File: src/rtl/trace_record_enc.sv
module trace_record_enc #(
  parameter int DATA_W = 64,
  parameter int IDX_W  = 5,
  parameter int INSN_W = 32
) (
  input  logic              clk,
  input  logic              rst_n,
  input  logic              in_valid,
  output logic              in_ready,
  input  logic [IDX_W-1:0]  rs1_idx,
  input  logic [DATA_W-1:0] rs1_val,
  input  logic [IDX_W-1:0]  rs2_idx,
  input  logic [DATA_W-1:0] rs2_val,
  input  logic              rd_we,
  input  logic [IDX_W-1:0]  rd_idx,
  input  logic [DATA_W-1:0] rd_val,
  input  logic [DATA_W-1:0] pc_cur,
  input  logic [DATA_W-1:0] pc_next,
  input  logic [INSN_W-1:0] insn_word,
  input  logic              mem_rd_en,
  input  logic              mem_wr_en,
  input  logic [3:0]        mem_bytes,
  input  logic [DATA_W-1:0] mem_addr,
  input  logic [DATA_W-1:0] mem_rdata,
  input  logic [DATA_W-1:0] mem_wdata,
  input  logic              trap_evt,
  input  logic              handler_entry,
  input  logic              halt_evt,
  output logic              out_valid,
  input  logic              out_ready,
  output logic [703:0]      out_rec
);
  localparam int FW = 64;
  localparam int REC_W = 704;

  function automatic logic [7:0] size_mask(input logic [3:0] n);
    logic [3:0] sat;
    sat = (n > 4'd8) ? 4'd8 : n;
    return (sat == 4'd0) ? 8'h00 : (8'hFF >> (4'd8 - sat));
  endfunction

  logic [FW-1:0] order_cnt;
  logic [FW-1:0] order_nxt;
  logic          take;
  logic          mem_any;
  logic [7:0]    rd_f, rs1_f, rs2_f, rmask_f, wmask_f;
  logic [REC_W-1:0] rec_nxt;

  assign in_ready  = !out_valid || out_ready;
  assign take      = in_valid && in_ready;
  assign order_nxt = order_cnt + FW'(1);
  assign mem_any   = mem_rd_en || mem_wr_en;

  assign rd_f    = rd_we ? 8'(rd_idx) : 8'h00;
  assign rs1_f   = 8'(rs1_idx);
  assign rs2_f   = 8'(rs2_idx);
  assign rmask_f = mem_rd_en ? size_mask(mem_bytes) : 8'h00;
  assign wmask_f = mem_wr_en ? size_mask(mem_bytes) : 8'h00;

  assign rec_nxt = {
    8'(handler_entry), 8'(halt_evt), 8'(trap_evt),
    rd_f, rs2_f, rs1_f, wmask_f, rmask_f,
    mem_wr_en ? FW'(mem_wdata) : FW'(0),
    mem_rd_en ? FW'(mem_rdata) : FW'(0),
    mem_any   ? FW'(mem_addr)  : FW'(0),
    (rd_f != 8'h00) ? FW'(rd_val) : FW'(0),
    (rs2_f != 8'h00) ? FW'(rs2_val) : FW'(0),
    (rs1_f != 8'h00) ? FW'(rs1_val) : FW'(0),
    FW'(insn_word), FW'(pc_next), FW'(pc_cur),
    order_nxt
  };

  always_ff @(posedge clk) begin
    if (!rst_n) begin
      out_valid <= 1'b0;
      out_rec   <= '0;
      order_cnt <= '0;
    end else if (take) begin
      out_valid <= 1'b1;
      out_rec   <= rec_nxt;
      order_cnt <= order_nxt;
    end else if (out_ready) begin
      out_valid <= 1'b0;
    end
  end


  hold_under_stall_chk: assert property (@(posedge clk) disable iff (!rst_n)
    (out_valid && !out_ready) |=> (out_valid && $stable(out_rec)));


  order_step_chk: assert property (@(posedge clk) disable iff (!rst_n)
    take |=> (out_rec[63:0] == $past(order_cnt) + 64'd1));


  rd_zero_value_chk: assert property (@(posedge clk) disable iff (!rst_n)
    (out_valid && out_rec[679:672] == 8'h00) |-> (out_rec[447:384] == 64'd0));


  rs1_zero_value_chk: assert property (@(posedge clk) disable iff (!rst_n)
    (out_valid && out_rec[663:656] == 8'h00) |-> (out_rec[319:256] == 64'd0));


  rs2_zero_value_chk: assert property (@(posedge clk) disable iff (!rst_n)
    (out_valid && out_rec[671:664] == 8'h00) |-> (out_rec[383:320] == 64'd0));


  mask_contig_chk: assert property (@(posedge clk) disable iff (!rst_n)
    out_valid |-> (((out_rec[647:640] & (out_rec[647:640] + 8'd1)) == 8'h00) &&
                   ((out_rec[655:648] & (out_rec[655:648] + 8'd1)) == 8'h00)));


  addr_zero_chk: assert property (@(posedge clk) disable iff (!rst_n)
    (take && !mem_rd_en && !mem_wr_en) |=> (out_rec[655:640] == 16'h0 && out_rec[511:448] == 64'd0));


  halt_flag_chk: assert property (@(posedge clk) disable iff (!rst_n)
    (take && halt_evt) |=> (out_rec[695:688] == 8'h01));
endmodule

File: config.mk
export PLATFORM = sky130hd
export DESIGN_NAME = trace_record_enc
export DESIGN_NICKNAME = d
export VERILOG_FILES = /design/src/rtl/trace_record_enc.sv
export SDC_FILE = /design/constraint.sdc
export NUM_CORES = 1
export LEC_CHECK = 0
export BUFFER_PORTS_ARGS = -buffer_cell sky130_fd_sc_hd__buf_4
export CAP_MARGIN = 20
export CORE_AREA = 2 2 495 497
export CTS_CLUSTER_DIAMETER = 100
export DETAILED_ROUTE_END_ITERATION = 8
export DIE_AREA = 0 0 497 499
export GPL_TIMING_DRIVEN = 0
export SLEW_MARGIN = 20
export SYNTH_ARGS = -nofsm -noshare
export SYNTH_HDL_FRONTEND = slang
export SYNTH_SLANG_ARGS = --single-unit
File: constraint.sdc
create_clock -name clk -period 5.6 [get_ports clk]
set_input_delay 0 -clock clk [delete_from_list [all_inputs] [get_ports clk]]
set_output_delay 0 -clock clk [all_outputs]
set_load 0.005 [all_outputs]
### Yosys cells after proc, flatten, opt, wreduce, memory -nomap -nowiden

Index checks and enable logic that the tools add are counted.

| operators by class | value |
|---|---|
| order comparisons | 1 |
| shift-type cells | 1 |
| muxes and demuxes | 13 |
| add/subtract/negate cells | 2 |
| reduce and logical (&&, ||, !) cells | 9 |

Operators by type and width:

| operator | count |
|---|---|
| $mux W64 | 6 |
| $add A64 B1 Y64 const B | 1 |
| $mux W8 | 3 |
| $reduce_bool A8 Y1 | 3 |
| $shr A8 B4 Y8 const A | 1 |
| $mux W5 | 1 |
| $gt A4 B4 Y1 const B | 1 |
| $logic_not A4 Y1 | 1 |
| $mux W4 | 1 |
| $sub A4 B4 Y4 const A | 1 |
| $logic_or A1 B1 Y1 | 2 |
| $mux W1 | 2 |
| $reduce_bool A2 Y1 | 1 |
| $logic_and A1 B1 Y1 | 1 |
| $logic_not A1 Y1 | 1 |

| word-level totals | value |
|---|---|
| logic and storage cells | 29 |
| bits in registers | 710 |

### Logic depth before layout (Yosys ltp)

Gate-level depths: netlist of run 1.

| depth | value |
|---|---|
| word-level depth | 6 |
| mapped depth | 8 |

### Worst setup path before layout of run 1

Ideal clock, no wire load.

| timing | value |
|---|---|
| path type | reg-to-reg |
| start | register order_cnt[18] |
| end | register order_cnt[47] |
| library setup time | 0.070 ns |
| slack | 3.186 ns |
| stages on the path, launching flop included | 7 |
| arrival time | 2.343 ns |
| cells stage by stage | dfxtp_1 nand3_2 or4_1 or4b_1 buf_2 or4_1 a21oi_1 |

| between the ends | value |
|---|---|
| word-level cells in the longest chain between the ends | 1 |

Ends and longest elaborated chain:

| what | RTL line | RTL |
|---|---|---|
| start: declaration | 42 | `logic [FW-1:0] order_cnt;` |
| start signal: assignment | 81 | `order_cnt <= order_nxt;` |
| $add A64 B1 Y64 | 51 | `assign order_nxt = order_cnt + FW'(1);` |

Every way passes these cells.
A chain may end at the register's enable or synchronous reset.

### Worst setup path after layout of run 1

| timing | value |
|---|---|
| start | register out_valid |
| end | register out_rec[465] |

| between the ends | value |
|---|---|
| word-level cells in the longest chain between the ends | 3 |

Ends and longest elaborated chain:

| what | RTL line | RTL |
|---|---|---|
| start: declaration | 29 | `output logic out_valid,` |
| start signal: assignment | 75 | `out_valid <= 1'b0;` |
| start signal: assignment | 79 | `out_valid <= 1'b1;` |
| start signal: assignment | 83 | `out_valid <= 1'b0;` |
| $logic_not A1 Y1 | 49 | `assign in_ready = !out_valid \|\| out_ready;` |
| $logic_or A1 B1 Y1 | 49 |  |
| $logic_and A1 B1 Y1 | 50 | `assign take = in_valid && in_ready;` |
| end signal: assignment | 80 | `out_rec <= rec_nxt;` |
| end: declaration | 31 | `output logic [703:0] out_rec` |

Every way passes these cells.

==> results.yml, run 1 <==
global_routing:
  track_usage_pct: 17.7
  grt_pass1_vias: 29600
  pin_count_of_the_biggest_net_entering_global_routing: 13
  wire_length_of_the_first_global_routing_pass_um: 291000
  grt-ovfl-total: 0
  grt_antenna_before_repair: 108
hold_path:
  hold_path.class: "input pin to register"
route:
  detail_route.drc_violations: 0
  vias_per_cell: 3.74
  routed_wirelength_um: 229000
  drt_iter0_markers: 2852
  wl_per_cell_um: 28.0
  antenna_violating_nets_post_route: 0
  dr_total_vias: 30600
  detail_route.first_pass.iterations: 6
cells_and_area:
  num-fill-cells: 27000
  final-seq-area_um2: 12900
  final_nets: 5420
  final_common_cell: "sky130_fd_sc_hd__buf_4"
  drive_gt1_share_pct: 29.7
  multi_input_comb_area_um2: 9550
  layout_common_cells: "sky130_fd_sc_hd__buf_4, sky130_fd_sc_hd__dfxtp_1, sky130_fd_sc_hd__nand2_1"
  area_delta_synth_final_pct: 96.8
sta:
  fmax_ghz: 0.245
  relSlewSlack_pct: 29.0
  fin_skew_ps: 44.7
  timing.final.ws_setup_ps: 1530
  finalWorstPathRequiredPeriod_ps: 4070
  worst_hold_slack_ps: 79.4
  min_period_over_period_pct: 72.8
  grt_setup_unrepaired: "false"
  setup_viol: 0
  finalHoldViolCount: 0
  worst-slew-pin-transition_ps: 1060
  slew_viol_final: 0
flow_run:
  cap_violations: 0
die:
  die_y_um: 499
  initial_utilization_pct: 9.70
  dieArea_um2: 248000
  floorplan.die.width_um: 497
  placementRows: 181
  floorplan.io_pins: 1279
  fp.coreArea_um2: 243000
worst_setup_path:
  timing.critical_path.buf_inv: 4
  timing.critical_path.required_ps: 6220
  crit_path_end_kind: "register"
  worst_path_largest_cell_delay_ps: 800
  path_cells: "nand2b_1 -> clkbuf_1 -> nand2_2 -> clkbuf_1 -> clkbuf_2 -> clkbuf_1 -> nand2_1 -> a21oi_1"
  timing.critical_path.arrival_ps: 4690
  timing.critical_path.slowest_stage_cell: "sky130_fd_sc_hd__clkbuf_1"
  cp_max_fo: 10
  startpoint_type: "register"
  critical-path-top-cell-by-count: "sky130_fd_sc_hd__clkbuf_1"
  cpLargestDelayFamily: "buffers and inverters"
  criticalPathCategory: "register to register"
clock_tree:
  clock_sink_count: 643
  cts.htree.levels: 3
  number_of_buffers_inserted_during_clock_tree_synthesis: 84
  root_buffer: "sky130_fd_sc_hd__clkbuf_16"
  post-cts-setup-buffers: 0
  clk-insertion-delay-late_ps: 710
  clkSlewWorstSetupHoldPaths_ps: 60
  ctsHoldBuffers: 611
  postCtsResizedCells: 0
  cts_tree: "yes"
  cts_max_path_buffers: 3
status:
  outcome: "completed"
logic_synthesis:
  synth-seq-cells: 643
  yosys-top-cells-area: "sky130_fd_sc_hd__dfxtp_1, sky130_fd_sc_hd__a21oi_1, sky130_fd_sc_hd__nand2_1"
  netlist_instances: 2857
  synth_largest_type_area_fraction_pct: 54.7
  avgSynthCellArea_um2: 8.23
  synth_edf_count: 0
  ys.warnings.count: 0
  synth.largest_area_cell: "sky130_fd_sc_hd__dfxtp_1"
  count_of_cell_types_in_the_netlist: 42
  synth_sequential_area_ratio_pct: 54.7
  synth_ff_type: "sky130_fd_sc_hd__dfxtp_1"
  ys_async_sr_fraction_pct: 0
  mappedNetlistArea_um2: 23500
power:
  vdd.ir_drop.worst_mv: 0.219
  power.density_nw_per_um2: 278
  power_leakage_uw: 0.0189
place:
  detailed_place_hpwl_um: 197000
  pre_cts_slack_ps: 1270
  port-buffer-count: 1215
  gp_routability_congestion: 1.01
==> power breakdown <==
group          switching (µW)  internal (µW)  total, µW  leakage, µW
clock network            2390           3210       5610      0.00138
logic                    1260           1040       2300       0.0122
registers                 149           4790       4940      0.00526
==> state kept, by name, indices dropped and copies added, names as in the netlist <==
register and flops:
out_rec 579, order_cnt 63, out_valid 1
==> layout make-up <==
cell class	instances	share of cell area (%)
antenna	55	0.297
buffer	295	2.95
clock buffer	118	5.19
clock inverter	34	0.878
inverter	9	0.0730
multi-input combinational	1971	20.6
sequential	643	27.8
tap	3202	8.66
timing repair buffer	1839	33.5
==> worst paths after layout <==
path | start | endpoint | slack, ps | depth (start not counted)
worst min register to register | out_rec[638] | out_rec[638] | 450 | 2
worst min-delay path | rs2_val[39] | out_rec[359] | 80 | 4
worst max-delay path | out_valid | out_rec[465] | 1530 | 8
worst max register to register | out_valid | out_rec[465] | 1530 | 8
==> metrics by stage <==
stage	setup TNS [ps]	area [µm²]	cells	total power, µW	utilization [%]
after floorplan	0	23700	2918	5540	-
after global placement	-191	36900	7335	6890	15.2
after detailed placement	0	37200	7347	6920	15.3
after CTS	0	46100	8110	13000	19.0
after global routing	0	46200	8130	13300	19.0
final	0	46300	8166	12800	19.1
==> routing by layer <==
metal  part of all wire (%)  routed length, µm  global-route usage, %
met4                    5.2              11900                   8.24
met1                     37              83500                   19.2
met3                     15              34400                   10.7
met5                   0.17                398                      0
met2                     43              98400                   27.3
==> logic make-up after synthesis <==
group | after synthesis | synth area share (%)
AND/OR/NAND/NOR | 1217 | 22.4
AO/OA/AOI/OAI | 658 | 15.7
flip-flops | 643 | 54.7
XOR/XNOR | 30 | 1.12
buffers and inverters | 304 | 5.86
adder cells (fa/ha/maj) | 4 | 0.213
other | 1 | 0.0159
==> worst register-to-register path: cells and delay by family (launching register included) <==
family,cells,cell delay [ps]
AND/OR/NAND/NOR,3,920
buffers and inverters,4,2460
AO/OA/AOI/OAI,1,180
flip-flops,1,440
==> cells in the mapped netlist (2+ instances only) <==
cell	instances
sky130_fd_sc_hd__o31ai_1	10
sky130_fd_sc_hd__inv_1	8
sky130_fd_sc_hd__and4_1	6
sky130_fd_sc_hd__nand2b_1	3
sky130_fd_sc_hd__o21a_1	4
sky130_fd_sc_hd__a21oi_1	486
sky130_fd_sc_hd__or3_1	25
sky130_fd_sc_hd__buf_4	63
sky130_fd_sc_hd__nand2_1	639
sky130_fd_sc_hd__or4_1	14
sky130_fd_sc_hd__and3_1	7
sky130_fd_sc_hd__or2_2	6
sky130_fd_sc_hd__xnor2_1	15
sky130_fd_sc_hd__nor3_1	8
sky130_fd_sc_hd__a2bb2oi_1	2
sky130_fd_sc_hd__nor4_1	11
sky130_fd_sc_hd__nor2_1	174
sky130_fd_sc_hd__xor2_1	15
sky130_fd_sc_hd__and2_1	2
sky130_fd_sc_hd__o21ai_0	21
sky130_fd_sc_hd__nand3_2	2
sky130_fd_sc_hd__nand4_1	19
sky130_fd_sc_hd__dfxtp_1	643
sky130_fd_sc_hd__o2111ai_1	2
sky130_fd_sc_hd__a22oi_1	130
sky130_fd_sc_hd__nand3_1	293
sky130_fd_sc_hd__ha_1	4
sky130_fd_sc_hd__clkbuf_1	217
sky130_fd_sc_hd__nor2b_1	2
sky130_fd_sc_hd__buf_1	14
Power figures use the tool's default switching activity.
==> inputs of run 2 (changes only) <==
--- a/config.mk
+++ b/config.mk
@@ -5,12 +5,13 @@
 export SDC_FILE = /design/constraint.sdc
 export NUM_CORES = 1
 export LEC_CHECK = 0
+export ABC_AREA = 1
 export BUFFER_PORTS_ARGS = -buffer_cell sky130_fd_sc_hd__buf_4
 export CAP_MARGIN = 20
-export CORE_AREA = 2 2 495 497
+export CORE_AREA = 2 2 493 495
 export CTS_CLUSTER_DIAMETER = 100
 export DETAILED_ROUTE_END_ITERATION = 8
-export DIE_AREA = 0 0 497 499
+export DIE_AREA = 0 0 495 497
 export GPL_TIMING_DRIVEN = 0
 export SLEW_MARGIN = 20
 export SYNTH_ARGS = -nofsm -noshare
==> constraint.sdc (replaced) <==
create_clock -name clk -period 3.9 [get_ports clk]
set_input_delay 0 -clock clk [delete_from_list [all_inputs] [get_ports clk]]
set_output_delay 0 -clock clk [all_outputs]
set_load 0.005 [all_outputs]
==> run 2 against run 1 <==
- clock skew rose by 15 ps
- non-clock buffer count fell by 34
- flip-flop and latch count did not move
- cell count rose by 3.6%
- area after synthesis rose by 4.7%
- global-route usage rose by 0.23 points
- synthesized cell count rose by 12%
- hold slack improved by 2.0 ps
- routed wire length rose by 0.83%
- power rose by 47%
- final area rose by 1.6%
==> results.yml, run 2 <==
status:
  outcome: "completed"
hold_path:
  hold_path.class: "input pin to register"
cells_and_area:
  regMostFlops: "out_rec"
  final_nets: 5724
  final_common_cell: "sky130_fd_sc_hd__buf_4"
  finalCoreUtilization_pct: 19.6
  final-seq-area_um2: 12900
  largest_register_ff_count: 579
  multi_input_comb_area_um2: 10200
  area_delta_synth_final_pct: 91.0
  layout_common_cells: "sky130_fd_sc_hd__buf_4, sky130_fd_sc_hd__dfxtp_1, sky130_fd_sc_hd__dlygate4sd3_1"
  biggestRegsByFlops: "out_rec (579), order_cnt (63), out_valid (1)"
  drive_gt1_share_pct: 30.5
  num-fill-cells: 26900
  fin_area_um2: 47000
power:
  p_seq_share_pct: 38.3
  power_leakage_uw: 0.0203
  net_sw_power_uw: 5600
  p_comb_share_pct: 18.9
  total_power_uw: 18900
  share_clk_of_total_power_pct: 42.8
  power.density_nw_per_um2: 401
  vdd.ir_drop.worst_mv: 0.277
  power.share.switching_pct: 29.7
  p_int_uw: 13300
logic_synthesis:
  top_count_cell_post_synth: "sky130_fd_sc_hd__dfxtp_1"
  ys_async_sr_fraction_pct: 0
  synth-seq-cells: 643
  mappedNetlistArea_um2: 24600
  avgSynthCellArea_um2: 7.72
  synth_commonest_cells: "sky130_fd_sc_hd__dfxtp_1, sky130_fd_sc_hd__nand2_1, sky130_fd_sc_hd__nor2_1"
  netlist_instances: 3189
  synth_largest_type_area_fraction_pct: 52.3
  synth_edf_count: 0
  count_of_cell_types_in_the_netlist: 40
  synth.largest_area_cell: "sky130_fd_sc_hd__dfxtp_1"
  synth_sequential_area_ratio_pct: 52.3
  synth_ff_type: "sky130_fd_sc_hd__dfxtp_1"
  yosys-top-cells-area: "sky130_fd_sc_hd__dfxtp_1, sky130_fd_sc_hd__nand2_1, sky130_fd_sc_hd__nor2_1"
  ys.warnings.count: 0
place:
  pre_cts_slack_ps: 876
  port-buffer-count: 1215
  detailed_place_hpwl_um: 197000
  postPlaceCellArea_um2: 38100
  gp_routability_congestion: 1.02
global_routing:
  met3_usage_pct: 9.56
  wire_length_of_the_first_global_routing_pass_um: 291000
  grt_antenna_before_repair: 153
  grt-ovfl-total: 0
  gr-max-usage-layer: "met2"
  grt_pass1_vias: 29900
  pin_count_of_the_biggest_net_entering_global_routing: 14
  track_usage_pct: 17.9
  groute.layer.met2.usage_pct: 30.0
  globalRouteMet1Util_pct: 19.3
sta:
  fin_setup_tns_ps: 0
  finalWorstPathRequiredPeriod_ps: 2750
  finalHoldViolCount: 0
  fmax_ghz: 0.364
  setup_viol: 0
  slew_viol_final: 0
  min_period_over_period_pct: 70.5
  worst-slew-pin-transition_ps: 1150
  relSlewSlack_pct: 23.1
  timing.final.ws_setup_ps: 1150
  fin_skew_ps: 59.8
  grt_setup_unrepaired: "false"
worst_setup_path:
  worst_r2r_startpoint: "out_valid"
  timing.critical_path.arrival_ps: 3390
  timing.rr.end: "out_rec[633]"
  number_of_cell_instances_on_the_worst_register_to_register_path: 7
  crit_path_end_kind: "register"
  timing.critical_path.slowest_stage_cell: "sky130_fd_sc_hd__buf_2"
  startpoint_type: "register"
  cp-endpoint: "out_rec[633]"
  cp_max_fo: 10
  setup.reg_to_reg.worst_slack_ps: 1150
  path_cells: "nand2_2 -> nand2_4 -> buf_4 -> buf_4 -> buf_2 -> nand2_1 -> a21oi_1"
  setup.worst_path.start: "out_valid"
  worst_path_largest_cell_delay_ps: 540
  critical-path-top-cell-by-count: "sky130_fd_sc_hd__buf_4"
  timing.critical_path.required_ps: 4540
  criticalPathCategory: "register to register"
die:
  placementRows: 180
  floorplan.die.width_um: 495
  dieArea_um2: 246000
  initial_utilization_pct: 10.3
  floorplan.io_pins: 1279
  die_y_um: 497
  fp.coreArea_um2: 240000
clock_tree:
  root_buffer: "sky130_fd_sc_hd__clkbuf_16"
  cts_tree: "yes"
  clock_sink_count: 643
  cts.htree.levels: 3
  number_of_buffers_inserted_during_clock_tree_synthesis: 80
  clk-insertion-delay-late_ps: 740
  cts_max_path_buffers: 3
  postCtsResizedCells: 0
  clkSlewWorstSetupHoldPaths_ps: 60
route:
  wl_per_cell_um: 27.2
  dr_total_vias: 31200
  routed_wirelength_um: 231000
  detail_route.drc_violations: 0
  drt_iter0_markers: 2627
  vias_per_cell: 3.69
  antenna_violating_nets_post_route: 0
  detail_route.first_pass.iterations: 6
flow_run:
  cap_violations: 0
## run 2: cell count changes after synthesis, sizes merged, moves of 98 or more
cell / change
o21ai: +373
buf: +98
clkbuf: -108
nand3: -185
nor2: +404
a21oi: -118
## run 2: worst max-delay path: cells and delay by family, from the launching register on
kind	cells	cell delay, ps
buffers and inverters	3	1330
AND/OR/NAND/NOR	3	610
flip-flops	1	490
AO/OA/AOI/OAI	1	160
## run 2: final cells by class
type | instances | area share (%)
inverter | 88 | 0.703
sequential | 643 | 27.4
antenna | 68 | 0.362
timing repair buffer | 1815 | 32.3
multi-input combinational | 2234 | 21.6
clock buffer | 113 | 4.93
tap | 3185 | 8.48
clock inverter | 30 | 1.07
buffer | 285 | 3.19
## run 2: cell families after synthesis
kind of cell / count (synthesis) / synth area share [%]
adders and majority gates: 4 / 0.203
and+or+nand+nor: 1330 / 22.3
xor gates and xnor gates: 1 / 0.0356
buffers and inverters: 373 / 7.41
AOI/OAI and AO/OA: 837 / 17.8
DFF: 643 / 52.3
other: 1 / 0.0152
## run 2: metal layers
layer	up-vias	wire length, µm	share of wire, %
met5	-	424	0.18
met3	368	30200	13
met2	1729	107000	46
met1	14600	84900	37
met4	66	7730	3.4
li1	14400	-	-
## run 2: how the worst min path moves through the flow
stage                              from           end  slack (ps)  cells after the start
after CTS                     rd_val[8]  out_rec[392]       0.005                      4
final                        pc_cur[30]   out_rec[94]          80                      4
after global placement    mem_rdata[21]  out_rec[533]         240                      3
after detailed placement  mem_rdata[18]  out_rec[530]         240                      3
after floorplan               out_ready      in_ready         140                      2
after global routing          rd_val[7]  out_rec[391]          30                      4
## run 2: power by group through the flow
stage	logic [µW]	registers (µW)	clock network [µW]
5_1_grt	3840	7260	8510
3_3_place_gp	2990	7340	0
6_report	3560	7220	8070
3_5_place_dp	3000	7350	0
2_1_floorplan	856	7330	0
4_1_cts	3630	7220	8310
## run 2: stage by stage
step,instances,hold WS [ps]
6_report,8461,81.4
5_1_grt,8421,29.4
4_1_cts,8393,0.00466
3_5_place_dp,7654,245
3_3_place_gp,7650,242
2_1_floorplan,3250,141
## run 2: timing repair
action / in CTS / in global routing
hold buffers: 596 / 0
buffers inserted: 0 / 0
endpoints found under the hold margin: 579 / 0
